===== config.mk =====
export PLATFORM = sky130hd
export DESIGN_NAME = sport_front
export DESIGN_NICKNAME = d
export VERILOG_FILES = /design/src/rtl/sport_pkg.sv /design/src/rtl/sport_rxq.sv /design/src/rtl/sport_rxdma.sv /design/src/rtl/sport_irq.sv /design/src/rtl/sport_front.sv
export SDC_FILE = /design/constraint.sdc
export NUM_CORES = 1
export LEC_CHECK = 0
export CORE_UTILIZATION = 55
export CTS_BUF_LIST = sky130_fd_sc_hd__clkbuf_16
export DETAILED_ROUTE_END_ITERATION = 16
export PLACE_DENSITY = 0.82
export SYNTH_ARGS = -nofsm -noshare
export SYNTH_HDL_FRONTEND = slang
export SYNTH_SLANG_ARGS = --single-unit

===== constraint.sdc =====
create_clock -name clk -period 4.32 [get_ports clk]
set_input_delay 0.432 -clock clk [delete_from_list [all_inputs] [get_ports clk]]
set_output_delay 0.432 -clock clk [all_outputs]
set_load 0.005 [all_outputs]

===== src/rtl/sport_pkg.sv =====
package sport_pkg;

    typedef enum logic [3:0] {
        REG_ID     = 4'd0,
        REG_DATA   = 4'd1,
        REG_FILL   = 4'd2,
        REG_IRQEN  = 4'd3,
        REG_TXADDR = 4'd4,
        REG_TXLEN  = 4'd5,
        REG_RXADDR = 4'd6,
        REG_RXLEN  = 4'd7,
        REG_DEPTH  = 4'd8
    } reg_idx_e;

    typedef enum logic {
        RXM_FIFO = 1'b0,
        RXM_DMA  = 1'b1
    } rx_mode_e;

    localparam int IRQ_FIFO_BIT  = 0;
    localparam int IRQ_TXDMA_BIT = 1;
    localparam int IRQ_RXDMA_BIT = 2;
    localparam int IRQ_BITS      = 3;

endpackage


===== src/rtl/sport_rxq.sv =====
module sport_rxq #(
    parameter int DEPTH  = 16,
    parameter int FILL_W = $clog2(DEPTH + 1)
) (
    input  logic              clk,
    input  logic              rst_n,
    input  logic              push,
    input  logic [7:0]        push_data,
    input  logic              pop,
    output logic [7:0]        head,
    output logic [FILL_W-1:0] fill
);
    localparam int PTR_W = (DEPTH > 1) ? $clog2(DEPTH) : 1;

    logic [7:0]       mem [DEPTH];
    logic [PTR_W-1:0] rd_ptr;
    logic [PTR_W-1:0] wr_slot;

    // write slot = read position + fill, wrapped at DEPTH
    always_comb begin
        int unsigned sum;
        sum = int'(rd_ptr) + int'(fill);
        if (sum >= DEPTH) sum = sum - DEPTH;
        wr_slot = PTR_W'(sum);
    end

    always_ff @(posedge clk) begin
        if (push) mem[wr_slot] <= push_data;
    end

    always_ff @(posedge clk) begin
        if (!rst_n) begin
            rd_ptr <= '0;
            fill   <= '0;
        end else begin
            if (pop) rd_ptr <= (rd_ptr == PTR_W'(DEPTH - 1)) ? '0 : rd_ptr + PTR_W'(1);
            unique case ({push, pop})
                2'b10:   fill <= fill + FILL_W'(1);
                2'b01:   fill <= fill - FILL_W'(1);
                default: fill <= fill;
            endcase
        end
    end

    assign head = mem[rd_ptr];

endmodule


===== src/rtl/sport_rxdma.sv =====
module sport_rxdma
    import sport_pkg::*;
(
    input  logic        clk,
    input  logic        rst_n,
    input  logic        addr_wr,
    input  logic        len_wr,
    input  logic [31:0] wdata,
    input  logic        byte_in,
    output logic [31:0] addr,
    output logic [31:0] len,
    output rx_mode_e    mode
);
    rx_mode_e    mode_n;
    logic [31:0] addr_n;
    logic [31:0] len_n;

    always_ff @(posedge clk) begin
        if (!rst_n) begin
            mode <= RXM_FIFO;
            addr <= '0;
            len  <= '0;
        end else begin
            mode <= mode_n;
            addr <= addr_n;
            len  <= len_n;
        end
    end

    always_comb begin
        mode_n = mode;
        addr_n = addr_wr ? wdata : (byte_in ? addr + 32'd1 : addr);
        len_n  = addr_wr ? 32'd0 : (len_wr ? wdata : (byte_in ? len - 32'd1 : len));
        unique case (mode)
            RXM_FIFO: begin
                if (!addr_wr && len_wr && wdata != 32'd0) mode_n = RXM_DMA;      // ARM
            end
            RXM_DMA: begin
                if (addr_wr)                              mode_n = RXM_FIFO;     // CANCEL
                else if (len_wr)                          mode_n = (wdata == 32'd0) ? RXM_FIFO : RXM_DMA; // RELOAD
                else if (byte_in && len == 32'd1)         mode_n = RXM_FIFO;     // DRAIN_DONE
            end
            default: mode_n = RXM_FIFO;
        endcase
    end

endmodule


===== src/rtl/sport_irq.sv =====
module sport_irq
    import sport_pkg::*;
(
    input  logic                clk,
    input  logic                rst_n,
    input  logic [IRQ_BITS-1:0] mask,
    input  logic                queue_nonempty,
    input  logic                rx_len_zero,
    output logic                irq
);
    logic level;

    always_comb begin
        level = (mask[IRQ_FIFO_BIT] && queue_nonempty)
              || mask[IRQ_TXDMA_BIT]
              || (mask[IRQ_RXDMA_BIT] && rx_len_zero);
    end

    always_ff @(posedge clk) begin
        if (!rst_n) irq <= 1'b0;
        else        irq <= level;
    end

endmodule


===== src/rtl/sport_front.sv =====
module sport_front
    import sport_pkg::*;
#(
    parameter int          DEPTH  = 16,
    parameter int          ADDR_W = 6,
    parameter logic [31:0] DEV_ID = 32'h5E71_A10C
) (
    input  logic              clk,
    input  logic              rst_n,
    input  logic              bus_sel,
    input  logic              bus_wr,
    input  logic [ADDR_W-1:0] bus_addr,
    input  logic [31:0]       bus_wdata,
    output logic [31:0]       bus_rdata,
    output logic              tx_valid,
    output logic [7:0]        tx_data,
    input  logic              rx_valid,
    input  logic [7:0]        rx_data,
    output logic [31:0]       rx_credit,
    output logic              rxdma_valid,
    output logic [31:0]       rxdma_addr,
    output logic [7:0]        rxdma_data,
    output logic              txdma_go,
    output logic [31:0]       txdma_addr,
    output logic [31:0]       txdma_len,
    output logic              irq
);
    localparam int FILL_W = $clog2(DEPTH + 1);
    localparam int IDX_W  = ADDR_W - 2;

    logic [IDX_W-1:0]    idx;
    logic [1:0]          unused_low;
    logic                wr_data, rd_data, wr_irqen, wr_txaddr, wr_txlen, wr_rxaddr, wr_rxlen;
    logic [FILL_W-1:0]   fill;
    logic [7:0]          head;
    logic [IRQ_BITS-1:0] irq_en;
    logic [31:0]         tx_addr;
    logic [31:0]         rx_addr;
    logic [31:0]         rx_len;
    rx_mode_e            rx_mode;
    logic                is_dma, rx_take, q_push, q_pop;

    assign idx        = bus_addr[ADDR_W-1:2];
    assign unused_low = bus_addr[1:0];

    assign wr_data   = bus_sel &&  bus_wr && idx == IDX_W'(REG_DATA);
    assign rd_data   = bus_sel && !bus_wr && idx == IDX_W'(REG_DATA);
    assign wr_irqen  = bus_sel &&  bus_wr && idx == IDX_W'(REG_IRQEN);
    assign wr_txaddr = bus_sel &&  bus_wr && idx == IDX_W'(REG_TXADDR);
    assign wr_txlen  = bus_sel &&  bus_wr && idx == IDX_W'(REG_TXLEN);
    assign wr_rxaddr = bus_sel &&  bus_wr && idx == IDX_W'(REG_RXADDR);
    assign wr_rxlen  = bus_sel &&  bus_wr && idx == IDX_W'(REG_RXLEN);

    // receive routing and flow control
    assign is_dma      = (rx_mode == RXM_DMA);
    assign rx_credit   = is_dma ? rx_len : (32'(DEPTH) - 32'(fill));
    assign rx_take     = rx_valid && (rx_credit != 32'd0);
    assign q_push      = rx_take && !is_dma;
    assign q_pop       = rd_data && (fill != '0);
    assign rxdma_valid = rx_take && is_dma;
    assign rxdma_addr  = rx_addr;
    assign rxdma_data  = rx_data;

    assign txdma_go   = wr_txlen;
    assign txdma_addr = tx_addr;
    assign txdma_len  = bus_wdata;

    sport_rxq #(.DEPTH(DEPTH), .FILL_W(FILL_W)) u_rxq (
        .clk       (clk),
        .rst_n     (rst_n),
        .push      (q_push),
        .push_data (rx_data),
        .pop       (q_pop),
        .head      (head),
        .fill      (fill)
    );

    sport_rxdma u_rxdma (
        .clk     (clk),
        .rst_n   (rst_n),
        .addr_wr (wr_rxaddr),
        .len_wr  (wr_rxlen),
        .wdata   (bus_wdata),
        .byte_in (rxdma_valid),
        .addr    (rx_addr),
        .len     (rx_len),
        .mode    (rx_mode)
    );

    sport_irq u_irq (
        .clk            (clk),
        .rst_n          (rst_n),
        .mask           (irq_en),
        .queue_nonempty (fill != '0),
        .rx_len_zero    (rx_len == 32'd0),
        .irq            (irq)
    );

    always_ff @(posedge clk) begin
        if (!rst_n) begin
            irq_en   <= '0;
            tx_addr  <= '0;
            tx_valid <= 1'b0;
            tx_data  <= '0;
        end else begin
            if (wr_irqen)      irq_en  <= bus_wdata[IRQ_BITS-1:0];
            if (wr_txaddr)     tx_addr <= bus_wdata;
            else if (wr_txlen) tx_addr <= tx_addr + bus_wdata;
            tx_valid <= wr_data;
            if (wr_data) tx_data <= bus_wdata[7:0];
        end
    end

    always_comb begin
        bus_rdata = '0;
        case (idx)
            IDX_W'(REG_ID):     bus_rdata = DEV_ID;
            IDX_W'(REG_DATA):   bus_rdata = (fill != '0) ? {24'd0, head} : '1;
            IDX_W'(REG_FILL):   bus_rdata = 32'(fill);
            IDX_W'(REG_IRQEN):  bus_rdata = 32'(irq_en);
            IDX_W'(REG_TXADDR): bus_rdata = tx_addr;
            IDX_W'(REG_TXLEN):  bus_rdata = '0;
            IDX_W'(REG_RXADDR): bus_rdata = rx_addr;
            IDX_W'(REG_RXLEN):  bus_rdata = rx_len;
            IDX_W'(REG_DEPTH):  bus_rdata = 32'(DEPTH);
            default:            bus_rdata = '0;
        endcase
    end

endmodule


==> metrics.yaml, run 1 <==
finClkSkew_ns: 0.0184
overflow: 0
hold_depth: 2
core_um2: 25300
cts.sinks: 251
worst_slew_pin_slew_ns: 0.924
synth_area_um2: 14200
syn_nets: 1513
dieArea_um2: 26500
dp_hpwl_um: 33100
area_growth_syn_to_layout_pct: 22.4
routed-via-count: 12500
hp-class: "reg -> reg"
io_pins: 231
grt_pass1_vias: 12000
fin_area_um2: 17400
ctsLongestPathBuffers: 3
synth-edff-count: 128
power_density_nw_per_um2: 317
htree_levels: 1
rsz0062_at_grt: "no"
dp.cells: 1892
synthCells: 1415
clk_root_buffer_cell: "clkbuf_16"
start_util: 0.564
synth-seq-area-share: 0.443
multi_input_comb_area_um2: 7090
crit_cells: 20
fin_util: 0.690
drive_gt1_frac: 0.108
die_h_um: 163
crit_family: "simple AND/OR/NAND/NOR gates"
yosys.area.top_type: "edfxtp_1"
status: "completed"
timing.fmax_mhz: 255
async_flop_share: 0
ant_nets: 0
ir_drop_uv: 371
clock_latency_ns: 0.55
ys.flop_type: "edfxtp_1"
cp_slowest_stage_delay_ns: 0.44
grt_usage: 0.349
finalCriticalPeriod_ns: 3.92
worstHoldStart: "tx_data[5]"
cp-startpoint: "u_rxq.fill[1]"
cp.arrival_ns: 4.38
max-slew-margin-rel: 0.382
hold_violations: 0
path_common_cell: "inv_1"
synthDistinctLibCells: 78
grt_start_max_net_pins: 68
setup_viol: 0
final.fill_count: 1846
ys_warn_count: 0
fin_crit_sh: 0.907
fp.dieW_um: 163
layout_commonest_cell: "clkdlybuf4s50_1"
layout_common_cells: "228 x clkdlybuf4s50_1, 128 x edfxtp_1, 121 x nand2_1, 121 x dfxtp_1, 108 x a21oi_1"
reg2reg_to: "u_rxq.fill[4]"
stdcell_count: 1937
endpoint: "u_rxq.fill[4]"
power_mw: 5.53
routabilityCongestion: 0.985
reg2reg_slack_ns: 0.40
grt_pass1_wl_um: 70200
wl_um: 46500
fin_nets: 1688
cp.required_ns: 4.78
syn_area_per_cell_um2: 10.1
cp-end-kind: "flip-flop"
reg2reg_depth: 20
finalMaxSlewViolations: 0
setup-tns-final_ns: 0
synth_top_cell_area_share: 0.270
crit_buf_inv: 4
firstDrtPassIters: 6
num_rows: 58
cp_max_fo: 8
diodes: 0
regArea_um2: 6310
critPathKind: "reg -> reg"
clk_pin_slew_ns: 0.06
drc_errors: 0
synthTopCellsByArea: "edfxtp_1 27%, dfxtp_1 17%, mux4_2 6.3%"
antenna_found_initial: 0
crit_chain: "inv_1, ha_1, nor3b_1, ha_1, nor2b_1, o22ai_1, nor4_2, nand2_1, nand2_1, nor2_1, inv_1, ha_1, inv_1, fa_1, inv_1, a21o_1, a21oi_1, xnor2_1, or3_1, a21oi_1"
drtIter0Drc: 1222
cp_slowest_cell: "dfxtp_2"
ys_seq_elements: 251
ctsHoldBuffers: 0
startpoint_type: "flip-flop"
cts_made_buffers: 26
cts_tree: "built"
placed_area_um2: 16600
numPortBuffers: 228
wl_per_cell_um: 24.0
r2r-start: "u_rxq.fill[1]"
via_per_inst: 6.43
drv_cap: 0
leakagePower_nw: 6.32
stage by stage:
stage	setup slack, ns	hold slack, ns
global placement	0.484	0.445
detailed placement	0.343	0.446
CTS	0.274	0.454
floorplan	0.770	0.453
finish	0.401	0.456
global route	0.0783	0.474
routing by layer:
metal	vias up	share of wire	GRT usage
met5	-	0	0
met4	0	0.059	0.186
met3	163	0.078	0.0469
met2	737	0.50	0.612
met1	5933	0.36	0.414
li1	5620	-	-
power breakdown:
group          total [mW]  internal [mW]  switching (mW)
combinational       0.719          0.323           0.395
clock                2.21           1.25           0.963
sequential           2.60           2.56          0.0459
total                5.53           4.13            1.40
cells by family (layout without fill, tap and decap cells):
logic type,Yosys count,in the layout,share of synthesized area
and+or+nand+nor,432,432,0.152
muxes,54,54,0.0739
AOI/OAI and AO/OA,384,384,0.174
buffers and inverters,159,351,0.0599
xor gates and xnor gates,88,88,0.0547
DFF,251,251,0.443
adders and majority gates,47,47,0.0429
layout make-up:
cell class	count	share of cell area
Timing Repair Buffer	278	0.154
Tap cell	330	0.0237
Multi-Input combinational cell	1005	0.407
Sequential cell	251	0.362
Clock buffer	27	0.0388
Inverter	28	0.00603
Clock inverter	18	0.00840
worst reg2reg max path: cells and delay by family, from the launching register on:
| family | cells | cell delay [ns] |
|---|---|---|
| adders and majority gates | 4 | 1.11 |
| DFF | 1 | 0.44 |
| and+or+nand+nor | 7 | 1.31 |
| buffers and inverters | 4 | 0.36 |
| xor gates and xnor gates | 1 | 0.15 |
| AOI/OAI and AO/OA | 4 | 0.47 |
flip-flops by register name, indices dropped and copies added, names as in the netlist, 3 cells and up, named ones only:
signal and flops:
u_rxq.mem 128, u_rxq.rd_ptr 4, tx_data 8, u_rxdma.len 32
txdma_addr 32, irq_en 3, u_rxq.fill 5, u_rxdma.addr 32
synth_stat cells (23+ instances only):
library cell and count:
a21o_1 41, nand3_1 56, nand2_1 123, nor2_1 103, nand4_1 23, xor2_1 52
buf_4 42, dfxtp_1 123, inv_1 26, a21oi_1 109, edfxtp_1 128, xnor2_1 35
o21ai_0 72, mux4_2 40, ha_1 44, a22oi_1 56, a211oi_1 32, clkbuf_1 64
repair_timing:
item	4_1_cts	5_1_grt
resized for setup	0	1
endpoints found under the hold margin	0	0
endpoints found under the setup margin	0	1
buffers inserted	0	0
worst min path at each step:
| stage | to | slack [ns] |
|---|---|---|
| after CTS | tx_data[5] | 0.45 |
| after global placement | tx_data[0] | 0.44 |
| after global routing | tx_data[1] | 0.47 |
| after detailed placement | tx_data[5] | 0.45 |
| final | tx_data[5] | 0.46 |
| after floorplan | tx_data[0] | 0.45 |
Power figures use the tool's default switching activity.
==> run 2, diff against run 1 <==
- TNS_END_PERCENT: default -> 10
==> results of run 2 <==
Same layout as run 1: the final DEF is identical, and so are final timing and power.
==> run 3, diff against run 2 <==
- SKIP_CTS_REPAIR_TIMING: default -> 1
==> results of run 3 <==
Same layout as run 1: the final DEF is identical, and so are final timing and power.
